File: config.mk
export PLATFORM = sky130hd
export DESIGN_NAME = sram_lane_ctrl
export DESIGN_NICKNAME = d
export VERILOG_FILES = /design/src/rtl/sram_lane_pkg.sv /design/src/rtl/sram_lane_seq.sv /design/src/rtl/sram_lane_dp.sv /design/src/rtl/sram_lane_ctrl.sv
export SDC_FILE = /design/constraint.sdc
export NUM_CORES = 1
export LEC_CHECK = 0
export ABC_CLOCK_PERIOD_IN_PS = 1600
export BUFFER_PORTS_ARGS = -buffer_cell sky130_fd_sc_hd__buf_2
export CAP_MARGIN = 15
export CORE_MARGIN = 5
export CORE_UTILIZATION = 44
export CTS_CLUSTER_SIZE = 40
export DETAILED_ROUTE_END_ITERATION = 10
export GPL_TIMING_DRIVEN = 1
export PLACE_DENSITY_LB_ADDON = 0.08
export REMOVE_ABC_BUFFERS = 1
export SLEW_MARGIN = 10
export SYNTH_ARGS = -nofsm -noshare
export SYNTH_HDL_FRONTEND = slang
export SYNTH_SLANG_ARGS = --single-unit
File: constraint.sdc
create_clock -name clk -period 1.6 [get_ports clk]
set_input_delay 0.32 -clock clk [delete_from_list [all_inputs] [get_ports clk]]
set_output_delay 0.32 -clock clk [all_outputs]
set_load 0.01 [all_outputs]
File: src/rtl/sram_lane_pkg.sv
package sram_lane_pkg;

  typedef enum logic [2:0] {
    ST_IDLE,
    ST_RD_ACCESS,
    ST_RD_DONE,
    ST_WR_SETUP,
    ST_WR_PULSE,
    ST_WR_RECOVER,
    ST_TURNAROUND
  } ctrl_state_e;

  // strobes from the sequencer to the pin datapath
  typedef struct packed {
    logic load;      // latch host request fields
    logic ce;        // chip select wanted next cycle
    logic oe;        // output enable wanted next cycle
    logic we;        // write pulse wanted next cycle
    logic drvData;   // drive the data bus next cycle
    logic capture;   // sample the bus now, raise valid next cycle
  } lane_strobe_t;

  function automatic int cyclesFor(input int ns, input int clkNs);
    int c;
    c = (ns + clkNs - 1) / clkNs;
    return (c < 1) ? 1 : c;
  endfunction

  function automatic int maxOf(input int a, input int b);
    return (a > b) ? a : b;
  endfunction

endpackage

File: src/rtl/sram_lane_seq.sv
module sram_lane_seq
  import sram_lane_pkg::*;
#(
  parameter int ACC_CYC   = 14,
  parameter int PULSE_CYC = 14,
  parameter int TURN_CYC  = 8
) (
  input  logic         clk,
  input  logic         rstN,
  input  logic         reqValid,
  input  logic         reqWrite,
  output logic         reqReady,
  output lane_strobe_t strb
);

  localparam int CNT_W = $clog2(maxOf(ACC_CYC, PULSE_CYC) + 1);
  localparam int Q_W   = $clog2(TURN_CYC + 1);
  localparam logic [CNT_W-1:0] ACC_LOAD   = CNT_W'(ACC_CYC - 1);
  localparam logic [CNT_W-1:0] PULSE_LOAD = CNT_W'(PULSE_CYC - 1);
  localparam logic [Q_W-1:0]   QUIET_MAX  = Q_W'(TURN_CYC);
  localparam logic [Q_W-1:0]   QUIET_GO   = Q_W'(TURN_CYC - 1);

  ctrl_state_e      state, stateNext;
  logic [CNT_W-1:0] cnt, cntNext;
  logic [Q_W-1:0]   quiet;
  logic             quietOk;
  logic             accept;

  assign reqReady = (state == ST_IDLE);
  assign accept   = reqValid && reqReady;
  // bus may be driven next cycle only if OE will then have been high TURN_CYC cycles
  assign quietOk  = (quiet >= QUIET_GO);

  always_comb begin
    stateNext = state;
    cntNext   = cnt;
    unique case (state)
      ST_IDLE: begin
        if (accept) begin
          if (!reqWrite) begin
            stateNext = ST_RD_ACCESS;
            cntNext   = ACC_LOAD;
          end else if (quietOk) begin
            stateNext = ST_WR_SETUP;
          end else begin
            stateNext = ST_TURNAROUND;
          end
        end
      end
      ST_RD_ACCESS: begin
        if (cnt == '0) stateNext = ST_RD_DONE;
        else           cntNext   = cnt - 1'b1;
      end
      ST_RD_DONE:    stateNext = ST_IDLE;
      ST_TURNAROUND: if (quietOk) stateNext = ST_WR_SETUP;
      ST_WR_SETUP: begin
        stateNext = ST_WR_PULSE;
        cntNext   = PULSE_LOAD;
      end
      ST_WR_PULSE: begin
        if (cnt == '0) stateNext = ST_WR_RECOVER;
        else           cntNext   = cnt - 1'b1;
      end
      ST_WR_RECOVER: stateNext = ST_IDLE;
      default:       stateNext = ST_IDLE;
    endcase
  end

  always_comb begin
    strb         = '0;
    strb.load    = accept;
    strb.ce      = (state == ST_RD_ACCESS) || (state == ST_WR_SETUP) || (state == ST_WR_PULSE);
    strb.oe      = (state == ST_RD_ACCESS);
    strb.we      = (state == ST_WR_PULSE);
    strb.drvData = (state == ST_WR_SETUP) || (state == ST_WR_PULSE) || (state == ST_WR_RECOVER);
    strb.capture = (state == ST_RD_DONE);
  end

  always_ff @(posedge clk or negedge rstN) begin
    if (!rstN) begin
      state <= ST_IDLE;
      cnt   <= '0;
      quiet <= QUIET_MAX;
    end else begin
      state <= stateNext;
      cnt   <= cntNext;
      if (strb.oe)                quiet <= '0;
      else if (quiet != QUIET_MAX) quiet <= quiet + 1'b1;
    end
  end

endmodule

File: src/rtl/sram_lane_dp.sv
module sram_lane_dp
  import sram_lane_pkg::*;
#(
  parameter int ADDR_W = 17,
  parameter int DATA_W = 16,
  parameter int LANES  = DATA_W / 8
) (
  input  logic              clk,
  input  logic              rstN,
  input  lane_strobe_t      strb,
  input  logic [ADDR_W-1:0] reqAddr,
  input  logic [LANES-1:0]  reqMask,
  input  logic [DATA_W-1:0] reqWdata,
  output logic              rspValid,
  output logic [DATA_W-1:0] rspData,
  output logic [ADDR_W-1:0] sramAddr,
  output logic              sramCeN,
  output logic              sramOeN,
  output logic              sramWeN,
  output logic [LANES-1:0]  sramBeN,
  output logic [DATA_W-1:0] sramDqOut,
  output logic              sramDqOe,
  input  logic [DATA_W-1:0] sramDqIn
);

  localparam int LANE_W = DATA_W / LANES;

  logic [LANES-1:0] maskQ;
  logic             laneAct;

  assign laneAct = strb.oe | strb.we;

  always_ff @(posedge clk or negedge rstN) begin
    if (!rstN) begin
      sramAddr  <= '0;
      maskQ     <= '0;
      sramDqOut <= '0;
      sramCeN   <= 1'b1;
      sramOeN   <= 1'b1;
      sramWeN   <= 1'b1;
      sramDqOe  <= 1'b0;
      rspValid  <= 1'b0;
    end else begin
      if (strb.load) begin
        sramAddr  <= reqAddr;
        maskQ     <= reqMask;
        sramDqOut <= reqWdata;
      end
      sramCeN  <= ~strb.ce;
      sramOeN  <= ~strb.oe;
      sramWeN  <= ~strb.we;
      sramDqOe <= strb.drvData;
      rspValid <= strb.capture;
    end
  end

  for (genvar l = 0; l < LANES; l++) begin : g_lane
    always_ff @(posedge clk or negedge rstN) begin
      if (!rstN) begin
        sramBeN[l]                  <= 1'b1;
        rspData[l*LANE_W +: LANE_W] <= '0;
      end else begin
        sramBeN[l] <= ~(laneAct & maskQ[l]);
        if (strb.capture)
          rspData[l*LANE_W +: LANE_W] <= maskQ[l] ? sramDqIn[l*LANE_W +: LANE_W] : '0;
      end
    end
  end

endmodule

File: src/rtl/sram_lane_ctrl.sv
module sram_lane_ctrl
  import sram_lane_pkg::*;
#(
  parameter int ADDR_W    = 17,
  parameter int DATA_W    = 16,
  parameter int CLK_NS    = 4,
  parameter int T_AA_NS   = 55,
  parameter int T_OE_NS   = 30,
  parameter int T_WP_NS   = 30,
  parameter int T_BW_NS   = 55,
  parameter int T_DW_NS   = 25,
  parameter int T_WC_NS   = 55,
  parameter int T_OHZ_NS  = 30
) (
  input  logic                  clk,
  input  logic                  rstN,
  input  logic                  reqValid,
  output logic                  reqReady,
  input  logic                  reqWrite,
  input  logic [ADDR_W-1:0]     reqAddr,
  input  logic [DATA_W/8-1:0]   reqMask,
  input  logic [DATA_W-1:0]     reqWdata,
  output logic                  rspValid,
  output logic [DATA_W-1:0]     rspData,
  output logic [ADDR_W-1:0]     sramAddr,
  output logic                  sramCeN,
  output logic                  sramOeN,
  output logic                  sramWeN,
  output logic [DATA_W/8-1:0]   sramBeN,
  output logic [DATA_W-1:0]     sramDqOut,
  output logic                  sramDqOe,
  input  logic [DATA_W-1:0]     sramDqIn
);

  localparam int LANES     = DATA_W / 8;
  localparam int ACC_CYC   = maxOf(cyclesFor(T_AA_NS, CLK_NS), cyclesFor(T_OE_NS, CLK_NS));
  // setup+recover cycles surround the pulse, so the cycle-time term loses two
  localparam int PULSE_CYC = maxOf(maxOf(cyclesFor(T_WP_NS, CLK_NS), cyclesFor(T_BW_NS, CLK_NS)),
                                   maxOf(cyclesFor(T_DW_NS, CLK_NS), cyclesFor(T_WC_NS, CLK_NS) - 2));
  localparam int TURN_CYC  = cyclesFor(T_OHZ_NS, CLK_NS);

  lane_strobe_t strb;

  sram_lane_seq #(
    .ACC_CYC  (ACC_CYC),
    .PULSE_CYC(PULSE_CYC),
    .TURN_CYC (TURN_CYC)
  ) u_seq (
    .clk     (clk),
    .rstN    (rstN),
    .reqValid(reqValid),
    .reqWrite(reqWrite),
    .reqReady(reqReady),
    .strb    (strb)
  );

  sram_lane_dp #(
    .ADDR_W(ADDR_W),
    .DATA_W(DATA_W),
    .LANES (LANES)
  ) u_dp (
    .clk      (clk),
    .rstN     (rstN),
    .strb     (strb),
    .reqAddr  (reqAddr),
    .reqMask  (reqMask),
    .reqWdata (reqWdata),
    .rspValid (rspValid),
    .rspData  (rspData),
    .sramAddr (sramAddr),
    .sramCeN  (sramCeN),
    .sramOeN  (sramOeN),
    .sramWeN  (sramWeN),
    .sramBeN  (sramBeN),
    .sramDqOut(sramDqOut),
    .sramDqOe (sramDqOe),
    .sramDqIn (sramDqIn)
  );

endmodule

# Yosys cells after proc, flatten, opt, wreduce, memory -nomap -nowiden
# Cells that the tools add are included.
# W data, S select, Z words.
[totals]
reg_bits = 69
input_bits = 55
elab_cells = 66
out_inout_bits = 57
[op_classes]
bitwise_logic = 8
n_addsub = 2
magnitude_cmp = 1
muxes = 15
eq_ne = 13
n_reduce_logical = 12
[op_table]
columns = ["operator", "count"]
rows = [
  ["$mux W4", 5],
  ["$mux W3", 6],
  ["$mux W8", 2],
  ["$pmux W3 S5", 1],
  ["$pmux W4 S3", 1],
  ["$ne A2 B2 Y1 const B", 5],
  ["$eq A3 B3 Y1 const B", 3],
  ["$reduce_and A4 Y1", 2],
  ["$eq A3 B2 Y1 const B", 2],
  ["$not A1 Y1", 5],
  ["$add A4 B1 Y4 const B", 1],
  ["$ge A4 B3 Y1 const B", 1],
  ["$logic_not A4 Y1", 1],
  ["$logic_or A1 B1 Y1", 4],
  ["$ne A4 B4 Y1 const B", 1],
  ["$sub A4 B1 Y4 const B", 1],
  ["$eq A3 B1 Y1 const B", 1],
  ["$logic_not A3 Y1", 1],
  ["$reduce_bool A3 Y1", 1],
  ["$and A1 B1 Y1", 2],
  ["$ne A2 B1 Y1 const B", 1],
  ["$reduce_bool A2 Y1", 1],
  ["$reduce_or A2 Y1", 1],
  ["$logic_and A1 B1 Y1", 1],
  ["$or A1 B1 Y1", 1],
]

# Logic depth before layout (Yosys ltp)
# Gate-level depths: netlist of run 1.
[depth]
ltp_word = 5
mapped_depth = 6
ltp_nobuf = 6

# Cells and area by module
# Synthesis of run 1 repeated with hierarchy kept, for this count alone.
[hier_totals]
cells_unflattened = 238
area_unflattened_um2 = 3044.2
[by_module_without_submodules]
columns = ["mod", "n_inst", "seq_area_each_um2", "cells_per_inst", "area_per_inst_um2"]
rows = [
  ["sram_lane_dp", 1, 1457.6, 155, 2298.5],
  ["sram_lane_seq", 1, 276.5, 83, 745.7],
]

# Least setup slack after synthesis of run 1
# OpenSTA, ideal clock, no wires.
[synth_timing]
path_kind = "register -> register"
start = "register u_seq.cnt[0]"
end = "register u_seq.state[0]"
setup_ps = 125
arrival_time_ps = 1556
stages_incl_launch_ff = 7
slack_ps = -81
period_less_slack_ps = 1681
required_ps = 1475
n_path_buf = 0
cell_sequence = "dfrtp_1 > inv_1 > ha_1 > nor3b_1 > nor3_2 > a221oi_2 > mux2_2"
[synth_between]
elab_chain_len = 3
elab_cells_between_ends = 4
classes_between = "eq/ne: 2; reduce/logical: 2"
[synth_rtl]
columns = ["element", "line", "source"]
rows = [
  ["from (decl)", "sram_lane_seq.sv:24", "logic [CNT_W-1:0] cnt, cntNext;"],
  ["from (signal assigned)", "sram_lane_seq.sv:86", "cnt <= cntNext;"],
  ["$logic_not A4 Y1 *", "sram_lane_seq.sv:51, sram_lane_seq.sv:61", ""],
  ["$ne A2 B2 Y1 (no line)", "-", ""],
  ["$reduce_and A4 Y1 (no line) *", "-", ""],
  ["to (signal assigned)", "sram_lane_seq.sv:85", "state <= stateNext;"],
  ["to (decl)", "sram_lane_seq.sv:23", "ctrl_state_e state, stateNext;"],
]
# Mark *: on every way between the ends. The rest lies on a longest branch, timed or not.
# A chain may end at the register's enable or synchronous reset.

# Worst setup path after layout of run 1
[layout_timing]
start = "register u_seq.state[1]"
end = "register u_dp.sramAddr[7]"
[layout_between]
elab_chain_len = 2
[layout_rtl]
columns = ["element", "line", "source"]
rows = [
  ["$logic_not A3 Y1", "sram_lane_seq.sv:29", "assign reqReady = (state == ST_IDLE);"],
  ["$logic_and A1 B1 Y1", "sram_lane_seq.sv:30", "assign accept = reqValid && reqReady;"],
  ["to (signal assigned)", "sram_lane_dp.sv:45", "sramAddr <= reqAddr;"],
  ["to (decl)", "sram_lane_dp.sv:16", "output logic [ADDR_W-1:0] sramAddr,"],
]
# Every way passes these cells.

==> metrics, run 1 <==
power density cells=2160 nW/um^2; CP max stage cell=dfrtp_1; post-route ant nets=0; most common cell after layout, fill and taps aside=buf_2; CP Max Fanout=8; Worst Setup End Kind=flop; switching power=0.00306 W; first-pass GRT wire length=10.7 mm; Crit Reg-Reg Endpoint=u_dp.sramAddr[7]$_DFFE_PN0P_; cell taking the most area after synthesis=dfrtp_1; worst setup margin=-0.00435 ns; multi-input logic area=1160 sq um; commonest cells after routing, fill and taps aside=111 x buf_2, 61 x dfrtp_1, 42 x nand2_1; Row Count=29; layout cells sized above 1=53.9%; Max IR drop VDD=0.00131 V; RSZ-0062 raised after global routing=true; drt initial violations=54; Root Buffer=clkbuf_8; failing checks=negative setup slack; vias=2,231; nets=428; RR Startpoint=u_seq.state[1]$_DFFE_PN0P_; CTS Sinks=69; Worst Hold Path EP=u_dp.sramAddr[0]$_DFFE_PN0P_; worst hold start=reqAddr[0]; Worst-path clk slew=0.08 ns; die height=91.2 microns; area growth from synthesis to layout=41.7%; WHS Path Cells=2; register area share after synthesis=59.7%; yosys warns=0; minimum clock period=1.60 ns; slowest cell delay on critical path=0.40 ns; Min Hold Slack=0.204 ns; GRT Total Usage=16.0%; kind of critical path=reg -> reg; Peak Freq=623 MHz; fill count=552; Cell Area, Placed=3640 sq um; Remaining DRCs=0; Fin Setup TNS=-0.00683 ns; Top delay family on crit path=buffers and inverters; Via density=4.94; IO Pins=112; RePlAce Congestion=0.746; Clk network pwr share=17.8%; design area=4110 sq um; Slew headroom=70.8%; Slew Viols, Final=0; clk_lat worst skew=0.34 ns; post-DP HPWL=4.71 mm; Int Pwr=0.00582 W; sequential share of power=36.2%; Area contributors post-synth=dfrtp_1 54%, mux2_2 10%, dfstp_2 5.4%, nand2_1 5.4%, mux2_4 5.2%; Post-synth EDFFs=0; port bufs=111; Num CTS Buffers=9; Pre-antenna DRT Iters=4; final hold violations=0; skew final=0.0101 ns; combinational power share=46.0%; Avg Synthesized Cell Area=12.4 sq um; Max Cap Violations=0; # setup viols final=2; share of the synthesized area in the top cell type=54.3%; H-tree depth=3; die width=91.2 microns; register bit total from synthesis=69; Worst setup SP type=flop; gr ovfl total=0; critical path depth=7; number of global-route vias before repair=2,214; mapped cell area=2900 sq um; TritonCTS clock tree=done; Top FF cell, synth=dfrtp_1; routed len/inst=15.5 microns; Initial Utilization=45.5%; Die ar.=8320 sq um; reg2reg path depth=7; Post-Route WL=7.01 mm; period utilization=100%; Buf/Inv on CP=4; Reg area=1740 sq um; slew of the pin with the lowest slew margin=0.437 ns; crit path DAT=1.82 ns; Post-Synthesis Cells=234; Critical Path RT=1.82 ns; n_diodes=0; CP Cell Sequence=buf_6 > nor2_4 > inv_2 > nor3_4 > buf_6 > clkbuf_16 > mux2_4; initial antenna violation count=0; asr flop ratio synth=100%; r2r setup slk=-0.004 ns; status=finished with violations; clk buf depth=2; Synth cell types=39; switch share=34.4%; Worst Hold Class=in -> reg; most used cell along the critical path=buf_6; maximum number of pins on one net before global-route repair=34; Tot Pwr=0.00888 W; LEAKAGE=2.08 nW; core area=6390 sq um
[cell families after synthesis]
kind of cell | count (synthesis) | synth area share [%]
compound gates | 36 | 7.67
xor+xnor | 3 | 1.16
fa+ha+maj | 3 | 1.29
buf+inv | 23 | 4.39
flops | 69 | 59.7
mux | 38 | 15.9
simple gates | 62 | 9.82
[sequential cells by signal, indices dropped and copies added (netlist names)]
| signal | flops |
|---|---|
| u_dp.sramAddr | 17 |
| u_dp.rspData | 16 |
| u_dp.sramDqOut | 16 |
| u_seq.cnt | 4 |
| u_seq.quiet | 4 |
| u_seq.state | 3 |
| u_dp.maskQ | 2 |
| u_dp.sramBeN | 2 |
| u_dp.rspValid | 1 |
| u_dp.sramCeN | 1 |
| u_dp.sramDqOe | 1 |
| u_dp.sramOeN | 1 |
| u_dp.sramWeN | 1 |
[power groups by stage]
| stage | registers (W) | clock network, W | logic (W) |
|---|---|---|---|
| 3_3_place_gp | 0.00317 | 0 | 0.00348 |
| 3_5_place_dp | 0.00321 | 0 | 0.00352 |
| 4_1_cts | 0.00318 | 0.00163 | 0.00362 |
| 5_1_grt | 0.00333 | 0.00171 | 0.00445 |
| 6_report | 0.00321 | 0.00158 | 0.00409 |
| 2_1_floorplan | 0.00354 | 0 | 0.00169 |
[final cells by class]
| type | instances | share of cell area [%] |
|---|---|---|
| Tap cell | 77 | 2.34 |
| Clock inverter | 5 | 2.04 |
| Sequential cell | 69 | 42.2 |
| Multi-Input combinational cell | 142 | 28.1 |
| Inverter | 12 | 1.09 |
| Clock buffer | 11 | 3.44 |
| Timing Repair Buffer | 136 | 20.8 |
[per-layer routing]
| metal | vias to the layer above | track usage [%] | share of wire (%) |
|---|---|---|---|
| met4 | 0 | 8.44 | 2.6 |
| met5 | - | 0 | 0 |
| met1 | 1081 | 20.0 | 43 |
| met2 | 68 | 25.6 | 49 |
| li1 | 1066 | - | - |
| met3 | 16 | 4.21 | 5.3 |
[repair_timing]
item / in CTS / in global routing
hold buffers: 1 / 0
gates cloned: 0 / 3
pin swaps: 0 / 4
hold endpoints to repair: 14 / 0
endpoints found under the setup margin: 2 / 37
setup buffers: 2 / 3
resized for setup: 5 / 29
[worst max path at each step]
| stage | endpoint | from |
|---|---|---|
| final | u_dp.sramAddr[7]$_DFFE_PN0P_ | u_seq.state[1]$_DFFE_PN0P_ |
| after global routing | u_dp.sramAddr[5]$_DFFE_PN0P_ | u_seq.state[1]$_DFFE_PN0P_ |
| after CTS | reqReady | u_seq.state[1]$_DFFE_PN0P_ |
| after detailed placement | u_seq.state[0]$_DFFE_PN0P_ | u_seq.cnt[0]$_DFFE_PN0P_ |
| after global placement | u_seq.state[0]$_DFFE_PN0P_ | u_seq.cnt[0]$_DFFE_PN0P_ |
| after floorplan | u_dp.maskQ[0]$_DFFE_PN0P_ | u_seq.state[0]$_DFFE_PN0P_ |
[through the flow]
step	cells	utilization (%)	setup slack [ns]
3_5_place_dp	427	57.1	-0.0267
4_1_cts	446	61.3	-0.0107
3_3_place_gp	427	57.1	0.00739
5_1_grt	452	64.4	-0.0686
2_1_floorplan	223	-	-0.623
6_report	452	64.4	-0.00435
[synth_stat cells, types with 2 or more instances]
| master | count |
|---|---|
| nor2_1 | 6 |
| clkbuf_1 | 3 |
| nor2b_1 | 3 |
| a21oi_1 | 5 |
| mux2_2 | 26 |
| nor3_1 | 2 |
| a311oi_1 | 2 |
| a22o_1 | 2 |
| inv_1 | 11 |
| buf_6 | 5 |
| ha_1 | 3 |
| mux2_4 | 10 |
| dfrtp_1 | 63 |
| mux2i_1 | 2 |
| dfstp_2 | 6 |
| buf_1 | 2 |
| o21ai_0 | 20 |
| nand2_1 | 42 |
Note: power is estimated with default switching activity, not from simulation.
==> inputs of run 2 (changes only) <==
--- a/config.mk
+++ b/config.mk
@@ -9,7 +9,7 @@
 export BUFFER_PORTS_ARGS = -buffer_cell sky130_fd_sc_hd__buf_2
 export CAP_MARGIN = 15
 export CORE_MARGIN = 5
-export CORE_UTILIZATION = 44
+export CORE_UTILIZATION = 35
 export CTS_CLUSTER_SIZE = 40
 export DETAILED_ROUTE_END_ITERATION = 10
 export GPL_TIMING_DRIVEN = 1
==> run 2 against run 1 <==
  * The run still ends with negative setup slack left
  * Non-clock buffer count down 5
  * Sequential share of layout area up 1.4 points
  * Cell count up 5.1%
  * Fmax down 1.3%
  * Register-to-register slack better by 0.05 ns
  * Routed wire length down 7.8%
  * Hold slack better by 0.0014 ns
  * Via count down 3.1%
  * Clock skew up 0.0031 ns
  * Critical path type is now reg -> out
==> metrics, run 2 (synthesis results as in run 1) <==
worst setup margin=-0.0257 ns (-0.0214 ns); period utilization=102% (+1.3 points); Post-Route WL=6.46 mm (-7.8%); design area=3980 sq um (-3.3%); RSZ-0062 raised after global routing=true; # setup viols final=1 (-1); clk buf depth=2 (unchanged); Die ar.=10,200 sq um (+23%); Worst Hold Path EP=u_dp.sramDqOut[10]$_DFFE_PN0P_; die height=101 microns (+11%); LEAKAGE=1.98 nW (-4.8%); Cells after DPL=454 (+6.3%); number of global-route vias before repair=2,241 (+1.2%); RePlAce Congestion=0.801 (+7.4%); power density cells=2140 nW/um^2 (-0.73%); Critical Path RT=1.28 ns (-0.54 ns); Worst Setup End Kind=primary output; Worst Hold Class=in -> reg; first-pass GRT wire length=10.5 mm (-2.4%); Min Hold Slack=0.205 ns (+0.00143 ns); port bufs=111 (unchanged); Crit Reg-Reg Endpoint=u_seq.state[0]$_DFFE_PN0P_; commonest cells after routing, fill and taps aside=111 x buf_2, 61 x dfrtp_1, 42 x nand2_1; Num CTS Buffers=9 (unchanged); final std cells w/o fill=475 (+5.1%); status=finished with violations; n_diodes=0 (unchanged); layout cells sized above 1=53.8% (-0.083 points); GRT Total Usage=13.2% (-2.9 points); post-route ant nets=0 (unchanged); Worst setup SP type=flop; Row Count=33 (+14%); vias=2,162 (-3.1%); Slew Viols, Final=0 (unchanged); biggest regs=u_dp.sramAddr (17), u_dp.rspData (16), u_dp.sramDqOut (16); Top reg by flops=u_dp.sramAddr; Worst-path clk slew=0.08 ns (about the same); clk_lat worst skew=0.34 ns (about the same); nets=423 (-1.2%); Tot Pwr=0.00853 W (-4.0%); Initial Utilization=35.7% (-9.8 points); crit path DAT=1.31 ns (-0.51 ns); area growth from synthesis to layout=37.0%; TritonCTS clock tree=done; maximum number of pins on one net before global-route repair=70 (+110%); IO Pins=112 (unchanged); CTS Sinks=69 (unchanged); most common cell after layout, fill and taps aside=buf_2; H-tree depth=3 (unchanged); RR Startpoint=u_seq.cnt[0]$_DFFE_PN0P_; final hold violations=0 (unchanged); minimum clock period=1.63 ns (+0.0214 ns); die width=101 microns (+11%); post-DP HPWL=4.59 mm (-2.6%); Slew headroom=75.0% (+4.1 points); WHS Path Cells=2 (unchanged); DP Worst Slack=-0.0378 ns (-0.0111 ns); routed len/inst=13.6 microns (-12%); failing checks=negative setup slack; Remaining DRCs=0 (unchanged); Peak Freq=615 MHz (-1.3%); Max IR drop VDD=0.000967 V (-26%); r2r setup slk=0.05 ns (+0.05 ns); reg2reg path depth=6 (-1); Max Cap Violations=0 (unchanged); Cell Area, Placed=3660 sq um (+0.41%); slew of the pin with the lowest slew margin=0.375 ns (-0.0622 ns); core area=8130 sq um (+27%); kind of critical path=reg -> out; skew final=0.0132 ns (+0.00311 ns); gr ovfl total=0 (unchanged); Pre-antenna DRT Iters=4 (unchanged); Via density=4.55 (-7.8%); Root Buffer=clkbuf_8; worst hold start=reqWdata[10]; drt initial violations=38 (-30%); CP Max Fanout=5 (-3); max FFs per register=17 (unchanged); initial antenna violation count=0 (unchanged)
[run 2: changes by cell type in the layout (fill, tap and decap cells not counted), sizes merged]
cell      delta
buf          -3
bufinv       +1
clkbuf       -3
clkinv       +2
clkinvlp     -2
[run 2: per-stage QoR]
stage	utilization, %	setup TNS, ns
6_report	48.9	-0.0257
5_1_grt	48.9	-0.121
4_1_cts	48.4	-0.0455
3_5_place_dp	45.0	-0.0378
3_3_place_gp	45.0	0
2_1_floorplan	-	-21.19
[run 2: critical path, cell delays in order, from the launching register on]
cell	delay (ns)
dfrtp_2	0.45
buf_6	0.15
nor3_4	0.20
buf_2	0.17
[run 2: what timing repair did]
action	in CTS	in global routing
setup buffers	0	4
pin swaps	0	2
resized for setup	6	5
hold buffers	1	0
hold endpoints to repair	1	0
endpoints found under the setup margin	2	29
[run 2: per-layer routing]
| layer | vias up | wire (microns) | GRT usage (%) |
|---|---|---|---|
| met2 | 60 | 3300 | 22.4 |
| met3 | 12 | 389 | 3.39 |
| met5 | - | 0 | 0 |
| met1 | 1036 | 2660 | 15.3 |
| met4 | 0 | 109 | 6.44 |
| li1 | 1054 | - | - |
[run 2: worst max-delay path by stage]
| stage | from | end | cells past startpoint |
|---|---|---|---|
| floorplan | u_seq.state[0]$_DFFE_PN0P_ | u_dp.maskQ[0]$_DFFE_PN0P_ | 4 |
| global placement | u_seq.cnt[0]$_DFFE_PN0P_ | u_seq.state[0]$_DFFE_PN0P_ | 6 |
| detailed placement | u_seq.cnt[0]$_DFFE_PN0P_ | u_seq.state[0]$_DFFE_PN0P_ | 6 |
| CTS | u_seq.state[0]$_DFFE_PN0P_ | reqReady | 3 |
| global route | u_seq.state[0]$_DFFE_PN0P_ | reqReady | 3 |
| finish | u_seq.state[0]$_DFFE_PN0P_ | reqReady | 3 |
[run 2: area by class of cell]
type,instances,area [sq um]
flip-flops and latches,69,1740
well taps,105,131
clock buffers,10,128
repair buffers,131,753
clock inverters,6,113
multi-input cells,142,1070
inverters,12,45.0
fillers,784,4160
[run 2: power by group]
part | total, W | switching, W | internal (W) | leakage, nW
registers | 0.00319 | 0.000545 | 0.00264 | 0.817
clock network | 0.00170 | 0.000659 | 0.00104 | 0.120
logic | 0.00364 | 0.00171 | 0.00193 | 1.05
total | 0.00853 | 0.00291 | 0.00561 | 1.98
